[src/rtl/intc_pkg.sv]
package intc_pkg;
    localparam int unsigned NLINES = 32;
    localparam int unsigned PRI_W  = 5;
    localparam int unsigned DW     = 32;
    localparam int unsigned AW     = 8;
    localparam int unsigned IDX_W  = $clog2(NLINES);

    localparam logic [AW-1:0] OFF_PEND  = 8'h00;
    localparam logic [AW-1:0] OFF_MASK  = 8'h04;
    localparam logic [AW-1:0] OFF_IDX_N = 8'h10;
    localparam logic [AW-1:0] OFF_IDX_F = 8'h14;
    localparam logic [AW-1:0] OFF_CTRL  = 8'h18;
    localparam logic [AW-1:0] OFF_CFG0  = 8'h1C;
    localparam logic [AW-1:0] OFF_SWSET = 8'h9C;

    typedef enum logic [0:0] {
        ARB_ARMED = 1'b0,
        ARB_HELD  = 1'b1
    } arb_state_e;
endpackage

[src/rtl/intc_resolver.sv]
module intc_resolver #(
    parameter int unsigned N  = 32,
    parameter int unsigned PW = 5,
    parameter int unsigned IW = $clog2(N)
) (
    input  logic [N-1:0]         elig_i,
    input  logic [N-1:0][PW-1:0] pri_i,
    output logic                 found_o,
    output logic [IW-1:0]        win_o
);
    logic [PW-1:0] best;

    // Ascending scan with <= lets a later (higher) line win a tie.
    always_comb begin
        found_o = 1'b0;
        best    = '0;
        win_o   = '0;
        for (int i = 0; i < int'(N); i++) begin
            if (elig_i[i] && (!found_o || pri_i[i] <= best)) begin
                found_o = 1'b1;
                best    = pri_i[i];
                win_o   = IW'(i);
            end
        end
    end
endmodule

[src/rtl/intc_arb_fsm.sv]
module intc_arb_fsm
    import intc_pkg::*;
#(
    parameter int unsigned IW = 5
) (
    input  logic          clk,
    input  logic          rst_n,
    input  logic          ack_i,
    input  logic          found_i,
    input  logic [IW-1:0] win_i,
    output logic          irq_o,
    output logic [IW-1:0] idx_o
);
    arb_state_e state_q, state_d;
    logic [IW-1:0] idx_q;

    always_comb begin
        state_d = state_q;
        unique case (state_q)
            ARB_ARMED: if (!ack_i && found_i) state_d = ARB_HELD;  // ARM_TO_HELD
            ARB_HELD:  if (ack_i)             state_d = ARB_ARMED; // HELD_TO_ARM
            default:   state_d = ARB_ARMED;
        endcase
    end

    always_ff @(posedge clk) begin
        if (!rst_n) begin
            state_q <= ARB_ARMED;
            idx_q   <= '0;
        end else begin
            state_q <= state_d;
            if (state_q == ARB_ARMED && state_d == ARB_HELD)
                idx_q <= win_i;
        end
    end

    always_comb begin
        irq_o = (state_q == ARB_HELD);
        idx_o = idx_q;
    end
endmodule

[src/rtl/intc_pending.sv]
module intc_pending #(
    parameter int unsigned N  = 32,
    parameter int unsigned IW = $clog2(N)
) (
    input  logic          clk,
    input  logic          rst_n,
    input  logic [N-1:0]  line_i,
    input  logic [N-1:0]  level_i,
    input  logic          and_en_i,
    input  logic [N-1:0]  and_val_i,
    input  logic          rdclr_en_i,
    input  logic [IW-1:0] rdclr_idx_i,
    input  logic          swset_en_i,
    input  logic [N-1:0]  swset_hot_i,
    output logic [N-1:0]  pend_o
);
    logic [N-1:0] in_q, pend_q, pend_d;

    for (genvar g = 0; g < int'(N); g++) begin : g_line
        logic keep, set, rise, fall;
        always_comb begin
            rise = line_i[g] & ~in_q[g];
            fall = ~line_i[g] & in_q[g];
            keep = pend_q[g];
            if (and_en_i)
                keep = keep & (and_val_i[g] | (line_i[g] & level_i[g]));
            if (rdclr_en_i && rdclr_idx_i == IW'(g) && !level_i[g])
                keep = 1'b0;
            if (level_i[g] && fall)
                keep = 1'b0;
            set = (level_i[g] ? line_i[g] : rise) | (swset_en_i & swset_hot_i[g]);
            pend_d[g] = keep | set;
        end
    end

    always_ff @(posedge clk) begin
        if (!rst_n) begin
            in_q   <= '0;
            pend_q <= '0;
        end else begin
            in_q   <= line_i;
            pend_q <= pend_d;
        end
    end

    assign pend_o = pend_q;
endmodule

[src/rtl/intc_top.sv]
module intc_top
    import intc_pkg::*;
#(
    parameter int unsigned N_LINES = NLINES,
    parameter int unsigned PW      = PRI_W
) (
    input  logic               clk,
    input  logic               rst_n,
    input  logic [N_LINES-1:0] line_i,
    input  logic               bus_wr,
    input  logic               bus_rd,
    input  logic [AW-1:0]      bus_addr,
    input  logic [DW-1:0]      bus_wdata,
    output logic [DW-1:0]      bus_rdata,
    output logic               irq_norm_o,
    output logic               irq_fast_o
);
    localparam int unsigned IW = $clog2(N_LINES);
    localparam logic [AW-1:0] CFG_LAST = AW'(OFF_CFG0 + 4 * (N_LINES - 1));

    logic [N_LINES-1:0]         mask_q, lvl_q, fast_q, pend;
    logic [N_LINES-1:0][PW-1:0] pri_q;
    logic [DW-1:0]              rdata_q, rd_val;
    logic                       cfg_hit;
    logic [IW-1:0]              cfg_line;
    logic [1:0]                 ack, found, irq;
    logic [1:0][IW-1:0]         win, idx;
    logic [1:0][N_LINES-1:0]    elig;
    logic                       rdclr_en;
    logic [IW-1:0]              rdclr_idx;

    assign cfg_hit  = (bus_addr >= OFF_CFG0) && (bus_addr <= CFG_LAST) && (bus_addr[1:0] == 2'b00);
    assign cfg_line = IW'((bus_addr - OFF_CFG0) >> 2);

    assign ack[0] = bus_wr && bus_addr == OFF_CTRL && bus_wdata[0];
    assign ack[1] = bus_wr && bus_addr == OFF_CTRL && bus_wdata[1];

    assign rdclr_en  = bus_rd && (bus_addr == OFF_IDX_N || bus_addr == OFF_IDX_F);
    assign rdclr_idx = (bus_addr == OFF_IDX_N) ? idx[0] : idx[1];

    // configuration and mask storage
    always_ff @(posedge clk) begin
        if (!rst_n) begin
            mask_q <= '1;
            lvl_q  <= '0;
            fast_q <= '0;
            pri_q  <= '0;
        end else if (bus_wr) begin
            if (bus_addr == OFF_MASK)
                mask_q <= bus_wdata[N_LINES-1:0];
            if (cfg_hit) begin
                pri_q[cfg_line]  <= bus_wdata[PW+1:2];
                lvl_q[cfg_line]  <= bus_wdata[1];
                fast_q[cfg_line] <= bus_wdata[0];
            end
        end
    end

    intc_pending #(.N(N_LINES), .IW(IW)) u_pend (
        .clk         (clk),
        .rst_n       (rst_n),
        .line_i      (line_i),
        .level_i     (lvl_q),
        .and_en_i    (bus_wr && bus_addr == OFF_PEND),
        .and_val_i   (bus_wdata[N_LINES-1:0]),
        .rdclr_en_i  (rdclr_en),
        .rdclr_idx_i (rdclr_idx),
        .swset_en_i  (bus_wr && bus_addr == OFF_SWSET),
        .swset_hot_i (bus_wdata[N_LINES-1:0] & (~bus_wdata[N_LINES-1:0] + 1'b1)),
        .pend_o      (pend)
    );

    for (genvar c = 0; c < 2; c++) begin : g_cls
        if (c == 0) begin : g_norm
            assign elig[c] = pend & ~mask_q & ~fast_q;
        end else begin : g_fast
            assign elig[c] = pend & ~mask_q & fast_q;
        end

        intc_resolver #(.N(N_LINES), .PW(PW), .IW(IW)) u_res (
            .elig_i  (elig[c]),
            .pri_i   (pri_q),
            .found_o (found[c]),
            .win_o   (win[c])
        );

        intc_arb_fsm #(.IW(IW)) u_arb (
            .clk     (clk),
            .rst_n   (rst_n),
            .ack_i   (ack[c]),
            .found_i (found[c]),
            .win_i   (win[c]),
            .irq_o   (irq[c]),
            .idx_o   (idx[c])
        );
    end

    // read path
    always_comb begin
        rd_val = '0;
        if (bus_addr == OFF_PEND)       rd_val = DW'(pend);
        else if (bus_addr == OFF_MASK)  rd_val = DW'(mask_q);
        else if (bus_addr == OFF_IDX_N) rd_val = DW'(idx[0]);
        else if (bus_addr == OFF_IDX_F) rd_val = DW'(idx[1]);
        else if (cfg_hit)               rd_val = DW'({pri_q[cfg_line], lvl_q[cfg_line], fast_q[cfg_line]});
    end

    always_ff @(posedge clk) begin
        if (!rst_n)      rdata_q <= '0;
        else if (bus_rd) rdata_q <= rd_val;
    end

    assign bus_rdata  = rdata_q;
    assign irq_norm_o = irq[0];
    assign irq_fast_o = irq[1];
endmodule

[config.mk]
export PLATFORM = sky130hd
export DESIGN_NAME = intc_top
export DESIGN_NICKNAME = d
export VERILOG_FILES = /design/src/rtl/intc_pkg.sv /design/src/rtl/intc_resolver.sv /design/src/rtl/intc_arb_fsm.sv /design/src/rtl/intc_pending.sv /design/src/rtl/intc_top.sv
export SDC_FILE = /design/constraint.sdc
export NUM_CORES = 2
export LEC_CHECK = 0
export ABC_CLOCK_PERIOD_IN_PS = 57300
export BUFFER_PORTS_ARGS = -buffer_cell sky130_fd_sc_hd__buf_2
export CORE_UTILIZATION = 40
export DETAILED_ROUTE_END_ITERATION = 8
export REMOVE_ABC_BUFFERS = 1
export SLEW_MARGIN = 5
export SYNTH_ARGS = -nofsm -noshare
export SYNTH_HDL_FRONTEND = slang
export SYNTH_SLANG_ARGS = --single-unit
[constraint.sdc]
create_clock -name clk -period 57.3 [get_ports clk]
set_clock_uncertainty 0.2 [all_clocks]
set_input_delay 11.46 -clock clk [delete_from_list [all_inputs] [get_ports clk]]
set_output_delay 11.46 -clock clk [all_outputs]
set_load 0.05 [all_outputs]
# After elaboration in Yosys (flattened, before gate mapping)
# Index checks and enable logic that the tools add are counted.
dict set report totals {
  output_inout_bits 34
  memories 0
  mem_bits_rw 0
  reg_bits 364
  latch_bits 0
  mem_bits_ro 0
  inputBits 76
}
dict set report op_classes {
  muxes 341
  eq_ne 36
  n_div 0
  n_bitwise 329
  n_lt_le_gt_ge 66
  shifts 0
  mul 0
  addsub 2
  reduce_logical 335
}
# op n
set op_table {}
lappend op_table {{$mux 5} 97}
lappend op_table {{$le 5x5->1} 62}
lappend op_table {{$mux 1} 201}
lappend op_table {{$logic_and 1x1->1} 171}
lappend op_table {{$and 1x1->1} 160}
lappend op_table {{$bwmux 160} 1}
lappend op_table {{$and 32x32->32} 4}
lappend op_table {{$logic_not 1->1} 96}
lappend op_table {{$not 32->32} 3}
lappend op_table {{$or 1x1->1} 96}
lappend op_table {{$eq 5x5->1 const B} 16}
lappend op_table {{$not 1->1} 66}
lappend op_table {{$bwmux 32} 2}
lappend op_table {{$mux 32} 2}
lappend op_table {{$mux 4} 16}
lappend op_table {{$logic_or 1x1->1} 63}
lappend op_table {{$eq 5x4->1 const B} 8}
lappend op_table {{$add 32x1->32 const B} 1}
lappend op_table {{$bmux 5 s5} 1}
lappend op_table {{$demux 5 s5} 1}
lappend op_table {{$eq 8x5->1 const B} 3}
lappend op_table {{$mux 3} 8}
lappend op_table {{$mux 7} 3}
lappend op_table {{$eq 5x3->1 const B} 4}
lappend op_table {{other kinds (17)} 24}

# Depth between registers and ports, before layout
dict set report depth {
  ltp_word 132
  depth_mapped 277
}

# Cells and area by module
# From an unflattened synthesis, not the netlist that was laid out.
dict set report unflattened {
  cells_unflattened 4422
  hier_area_um2 34007.6
}
# module n_inst cells_per_inst area_each_um2
set modules_own_cells {}
lappend modules_own_cells {intc_top 1 1686 14611.5}
lappend modules_own_cells {{intc_resolver at g_cls[1].u_res} 1 1205 8099.0}
lappend modules_own_cells {{intc_resolver at g_cls[0].u_res} 1 1160 7923.8}
lappend modules_own_cells {intc_pending 1 321 2887.8}
lappend modules_own_cells {intc_arb_fsm 2 25 242.7}

# Least setup slack after synthesis
# Ideal clock, no wire load.
dict set report synth_timing {
  kind {register to register}
  from {register mask_q[0]}
  to {register g_cls[1].u_arb.idx_q[3]}
  t_arrival_ns 48.198
  period_less_slack_ns 48.535
  path_slack_ns 8.765
  setup_ns 0.137
  stages_incl_launch_ff 265
  n_path_buf 21
  path_cell_list {dfxtp_1 > and3b_1 > buf_6 > nand2_1 > ha_1 > a211oi_1 > o221ai_1 > a31oi_4 > mux2_2 > ha_1 > nand2b_1 > a21oi_1 > nor3_1 > o31ai_1 > clkbuf_1 > nor2_1 > a21oi_1 > inv_1 > [229 not listed] > o21a_1 > o21ai_0 > nand2b_1 > a21oi_1 > a31oi_1 > a21o_1 > mux2_2 > ha_1 > nor2b_1 > o21ai_0 > nand2b_1 > a21oi_1 > nor2b_1 > o221ai_1 > a21boi_0 > nand2_1 > nor3_1 > a31oi_1}
}
dict set report synth_via {
  elab_chain_len 132
}
# item line_no
set synth_rtl {}
lappend synth_rtl {{start: declaration} intc_top.sv:21} ;# logic [N_LINES-1:0] mask_q, lvl_q, fast_q, pend;
lappend synth_rtl {{start signal: assignment} intc_top.sv:50} ;# mask_q <= bus_wdata[N_LINES-1:0];
lappend synth_rtl {{$not 32->32 *} intc_top.sv:77} ;# assign elig[c] = pend & ~mask_q & fast_q;
lappend synth_rtl {{$and 32x32->32 * (2 in series)} intc_top.sv:77}
lappend synth_rtl {{$mux 5 / $mux 1 (equally long branches)} intc_resolver.sv:19} ;# if (elig_i[i] && (!found_o || pri_i[i] <= best)) begin
lappend synth_rtl {{$le 5x5->1 / $logic_not 1->1 (equally long branches)} intc_resolver.sv:19}
lappend synth_rtl {{$logic_or 1x1->1} intc_resolver.sv:19}
lappend synth_rtl {{$logic_and 1x1->1} intc_resolver.sv:19}
lappend synth_rtl {{$mux 5 / $mux 1 (equally long branches)} intc_resolver.sv:19}
lappend synth_rtl {{$le 5x5->1 / $logic_not 1->1 (equally long branches)} intc_resolver.sv:19}
lappend synth_rtl {{[115 not listed]} --}
lappend synth_rtl {{$le 5x5->1 / $logic_not 1->1 (equally long branches)} intc_resolver.sv:19}
lappend synth_rtl {{$logic_or 1x1->1} intc_resolver.sv:19}
lappend synth_rtl {{$logic_and 1x1->1} intc_resolver.sv:19}
lappend synth_rtl {{$mux 1} intc_resolver.sv:19}
lappend synth_rtl {{$logic_and 1x1->1} intc_arb_fsm.sv:20} ;# ARB_ARMED: if (!ack_i && found_i) state_d = ARB_HELD;
lappend synth_rtl {{$mux 1} intc_arb_fsm.sv:20}
lappend synth_rtl {{$pmux 1 s2} intc_arb_fsm.sv:19} ;# unique case (state_q)
lappend synth_rtl {{$logic_and 1x1->1} intc_arb_fsm.sv:32} ;# if (state_q == ARB_ARMED && state_d == ARB_HELD)
lappend synth_rtl {{end signal: assignment} intc_arb_fsm.sv:33} ;# idx_q <= win_i;
lappend synth_rtl {{end: declaration} intc_arb_fsm.sv:15} ;# logic [IW-1:0] idx_q;
# Mark *: on every way between the ends. The rest lies on a longest branch, timed or not.
# A chain may end at the register's enable or synchronous reset.

# Worst setup path in the final report
dict set report layout_timing {
  from {register u_pend.pend_q[0] (netlist: u_pend.pend_o[0])}
  to {register g_cls[1].u_arb.idx_q[4]}
}
dict set report layout_via {
  elab_chain_len 131
}
# item line_no
set layout_rtl {}
lappend layout_rtl {{start: declaration} intc_pending.sv:17} ;# logic [N-1:0] in_q, pend_q, pend_d;
lappend layout_rtl {{start signal: assignment} intc_pending.sv:42} ;# pend_q <= pend_d;
lappend layout_rtl {{$and 32x32->32 * (2 in series)} intc_top.sv:77}
lappend layout_rtl {{$mux 5 / $mux 1 (equally long branches)} intc_resolver.sv:19}
lappend layout_rtl {{$le 5x5->1 / $logic_not 1->1 (equally long branches)} intc_resolver.sv:19}
lappend layout_rtl {{$logic_or 1x1->1} intc_resolver.sv:19}
lappend layout_rtl {{$logic_and 1x1->1} intc_resolver.sv:19}
lappend layout_rtl {{$mux 5 / $mux 1 (equally long branches)} intc_resolver.sv:19}
lappend layout_rtl {{$le 5x5->1 / $logic_not 1->1 (equally long branches)} intc_resolver.sv:19}
lappend layout_rtl {{$logic_or 1x1->1} intc_resolver.sv:19}
lappend layout_rtl {{[114 not listed]} --}
lappend layout_rtl {{$le 5x5->1 / $logic_not 1->1 (equally long branches)} intc_resolver.sv:19}
lappend layout_rtl {{$logic_or 1x1->1} intc_resolver.sv:19}
lappend layout_rtl {{$logic_and 1x1->1} intc_resolver.sv:19}
lappend layout_rtl {{$mux 1} intc_resolver.sv:19}
lappend layout_rtl {{$logic_and 1x1->1} intc_arb_fsm.sv:20}
lappend layout_rtl {{$mux 1} intc_arb_fsm.sv:20}
lappend layout_rtl {{$pmux 1 s2} intc_arb_fsm.sv:19}
lappend layout_rtl {{$logic_and 1x1->1} intc_arb_fsm.sv:32}
# Marked as above.

==> impl_summary.md <==
Run
The number of violations of the max-capacitance limit is 0.

Detailed routing
The pre-antenna-repair detailed-routing pass consisted of 5 iterations. The final route contains 33100 vias. In the routed design, unresolved DRC markers number 0. The routed length per instance is 24.4 µm. The first routing iteration left 3632 violations. The mean number of vias per cell is 6.24. The detail route stage leaves a number of antenna-violating nets equal to 0. Wires add up to 129000 µm.

Setup path
For the worst setup path, the data arrival time is 53.53 ns. The start-to-end type of the worst setup path is reg -> reg. STA puts the critical path data required time at 57.57 ns. STA classifies the critical path startpoint as a flop.

STA classifies the critical path endpoint as a flop. In this design, the critical path's most frequently occurring cell is a21oi_1. For this run, the slowest stage of the critical path takes 0.51 ns. The critical-path maximum fanout is 17.

The library cell contributing the largest single delay on the critical path is dfxtp_1.

Global routing
Entering global routing, the biggest net connects 143 pins. For this run, the total global-route usage over all layers was measured as 0.307. The total congestion overflow is 0.

The number of antenna violations at the first check in global routing is 8. The first-pass GRT wire length is 193000 µm. The number of global-route vias before repair was 30200.

Die
In this run the standard cell core region covers 0.0795 mm². The die is 286 µm wide. The floorplan step set the die height to 286 µm. The initialized floorplan defines 103 standard-cell rows.

The effective utilization at floorplan is 0.406. During I/O placement, the number of pins put on the boundary was 110. The area enclosed by the die boundary is 0.0819 mm².

Yosys
The most common cell in the synthesized netlist is nand2_1. By area, the combinational part of the netlist is dominated by compound AO/OA/AOI/OAI gates. The average instance in the mapped netlist occupies 7.68 µm². In this run, synthesis produced a sequential element count of 364. The proportion of synthesized area in mux cells is 0.112. After synthesis, the share of flip-flops with an asynchronous set or reset is 0.

The largest total area in the synthesized netlist belongs to dfxtp_1. The sequential fraction of the synthesis area is 0.226. The count of different cell masters after synthesis is 114. Of the total synthesized cell area, the portion taken by full adders, half adders and majority gates is 0.107.

Counting flops with a built-in enable in the synthesized netlist gives 0. The Yosys step of the flow raised 0 warnings. After synthesis, the cell types taking the most area are dfxtp_1, ha_1, mux2i_1. The most used flip-flop cell after synthesis is dfxtp_1. The basic-gate share of the synthesized area counting and, or, nand and nor cells is 0.224.

The synthesized-area fraction occupied by ao, oa, aoi and oai cells is 0.274. Of the total synthesized cell area, the portion taken by XOR and XNOR cells is 0.00542. The top-area cell type share of the netlist area is 0.226. The area of the mapped netlist is 0.0323 mm². The commonest cells after synthesis are nand2_1, nor2_1, dfxtp_1. After technology mapping, the gate count stands at 4205.

Outcome
The run finished with clean final reports.

Placement
The final weighted congestion in routability-driven placement is 0.998. The wire-length estimate of the detail-placed layout is 97700 µm. The number of buffers inserted by port buffering is 109.

Finish
In the final design database the tool counted 4555 nets. The area growth from synthesis to layout is 10.3%. The fraction of final layout cells sized beyond drive strength 1 is 0.112. The final core area utilization is 0.448.

CTS
The cell at the root of the clock tree is clkbuf_16. CTS saw 364 sinks. The clock insertion delay at the later pin of the skew report is 0.63 ns. Clock-pin slew was measured on the worst setup and hold paths at 0.06 ns. TritonCTS built the clock tree. Buffers inserted during clock tree synthesis total 47. The maximum clock path buffer count is 3. Hold repair after CTS inserted 0 buffers.

In this run the number of H-tree levels came out at 2.

Timing
In this run the tightest slew margin relative to its limit is 0.198. The shortest clock period the worst path allows after layout is 53.27 ns. The pin slew with the least headroom to its limit is 1.20 ns. Derived from the worst setup path, the maximum achievable clock frequency is 0.0188 GHz. Setup violations remaining at the end of the flow were counted as 0. The count of final hold-check violations is 0. In the finished design, the share of the clock period the worst path needs comes to 0.930. Final hold analysis gives a worst-case slack of 0.269 ns. For the final routed database, the setup TNS stands at 0 ns.

The final max-slew violation count came to 0.

Power
The total power divided by cell area is 17.9 mW/mm². For this design the static power due to leakage is 14.0 nW. IR analysis of the VDD net gives a maximum drop of 0.0000231 V.

Hold path
The tightest min-delay check is of the reg -> reg type.
-- area by class of cell --
cell class | count | area (µm²)
clock buffer | 65 | 1320
multi-input combinational | 3403 | 23600
sequential | 364 | 7290
inverter | 238 | 901
clock inverter | 22 | 328
fill | 8024 | 43900
timing repair buffer | 158 | 916
antenna | 4 | 10.0
tap | 1050 | 1310
-- flip-flops by register name, summed over array words and instances, names as in the netlist --
name               count
pri_q                160
bus_rdata             32
fast_q                32
lvl_q                 32
mask_q                32
u_pend.in_q           32
u_pend.pend_o         32
g_cls.u_arb.idx_o     10
g_cls.u_arb.irq_o      2
-- cell usage in the layout (no fill, tap or decap), types with 34 or more instances in the layout --
master / synthesis / routed
nand2_1: 440 / 438
nor2_1: 430 / 428
dfxtp_1: 364 / 364
a21oi_1: 305 / 302
o21ai_0: 301 / 297
ha_1: 267 / 266
inv_1: 237 / 237
mux2i_1: 166 / 166
nand3_1: 114 / 114
a21o_1: 112 / 112
buf_2: 7 / 108
a211oi_1: 84 / 84
nor3_1: 66 / 66
and3_1: 60 / 60
mux4_2: 57 / 57
o211ai_1: 56 / 56
nand2b_1: 53 / 53
a31oi_1: 54 / 53
mux2_2: 50 / 50
buf_4: 1 / 50
and2_1: 51 / 49
clkbuf_16: 0 / 47
nand3b_1: 41 / 41
o21a_1: 39 / 39
nor2b_1: 37 / 37
a22oi_1: 36 / 35
nor3b_1: 34 / 34
-- through the flow --
stage / setup slack (ns) / area (µm²) / power [W] / cells
final: 4.03 / 35600 / 0.000639 / 5304
after global routing: -0.00712 / 35600 / 0.000657 / 5302
after CTS: 1.01 / 35400 / 0.000641 / 5295
after detailed placement: 1.17 / 33800 / 0.000321 / 5208
after global placement: 1.23 / 33800 / 0.000321 / 5208
after floorplan: 8.76 / 31500 / 0.000294 / 4005
-- worst max-delay path, delay by kind of cell (launching register included) --
family          cells  cell delay [ns]
compound gates    142            30.44
fa+ha+maj          31             9.23
buf+inv             7             0.78
flops               1             0.51
mux                 6             2.14
simple gates       59             9.75
-- where the power goes --
group | internal, W | switching, W | total [W]
sequential | 0.000258 | 0.00000501 | 0.000263
combinational | 0.0000166 | 0.0000383 | 0.0000548
clock | 0.000190 | 0.000132 | 0.000322
-- what timing repair did --
item | 4_1_cts | 5_1_grt
setup buffers | 0 | 5
gates resized for setup | 0 | 38
setup endpoints to repair | 0 | 10
-- cell families after synthesis --
logic type               count (synthesis)
multiplexers                           280
buffers and inverters                  438
XOR/XNOR                                20
flip-flops                             364
AO/OA/AOI/OAI                         1327
AND/OR/NAND/NOR                       1496
adder cells (fa/ha/maj)                280
-- path summary, 6_finish.rpt --
kind | slack [ns] | depth (start not counted) | end | from
max | 4.03 | 245 | g_cls[1].u_arb.idx_o[4] | u_pend.pend_o[0]
min reg2reg | 0.27 | 2 | bus_rdata[3] | bus_rdata[3]
min | 0.27 | 2 | bus_rdata[3] | bus_rdata[3]
max reg2reg | 4.03 | 245 | g_cls[1].u_arb.idx_o[4] | u_pend.pend_o[0]
-- routing by layer --
| layer | share of wire | wire [µm] | GRT usage |
|---|---|---|---|
| met5 | 0.000085 | 11 | 0 |
| met2 | 0.42 | 54200 | 0.456 |
| met3 | 0.093 | 12000 | 0.0638 |
| met4 | 0.037 | 4800 | 0.112 |
| met1 | 0.45 | 58500 | 0.433 |
Note: power is estimated with default switching activity, not from simulation.
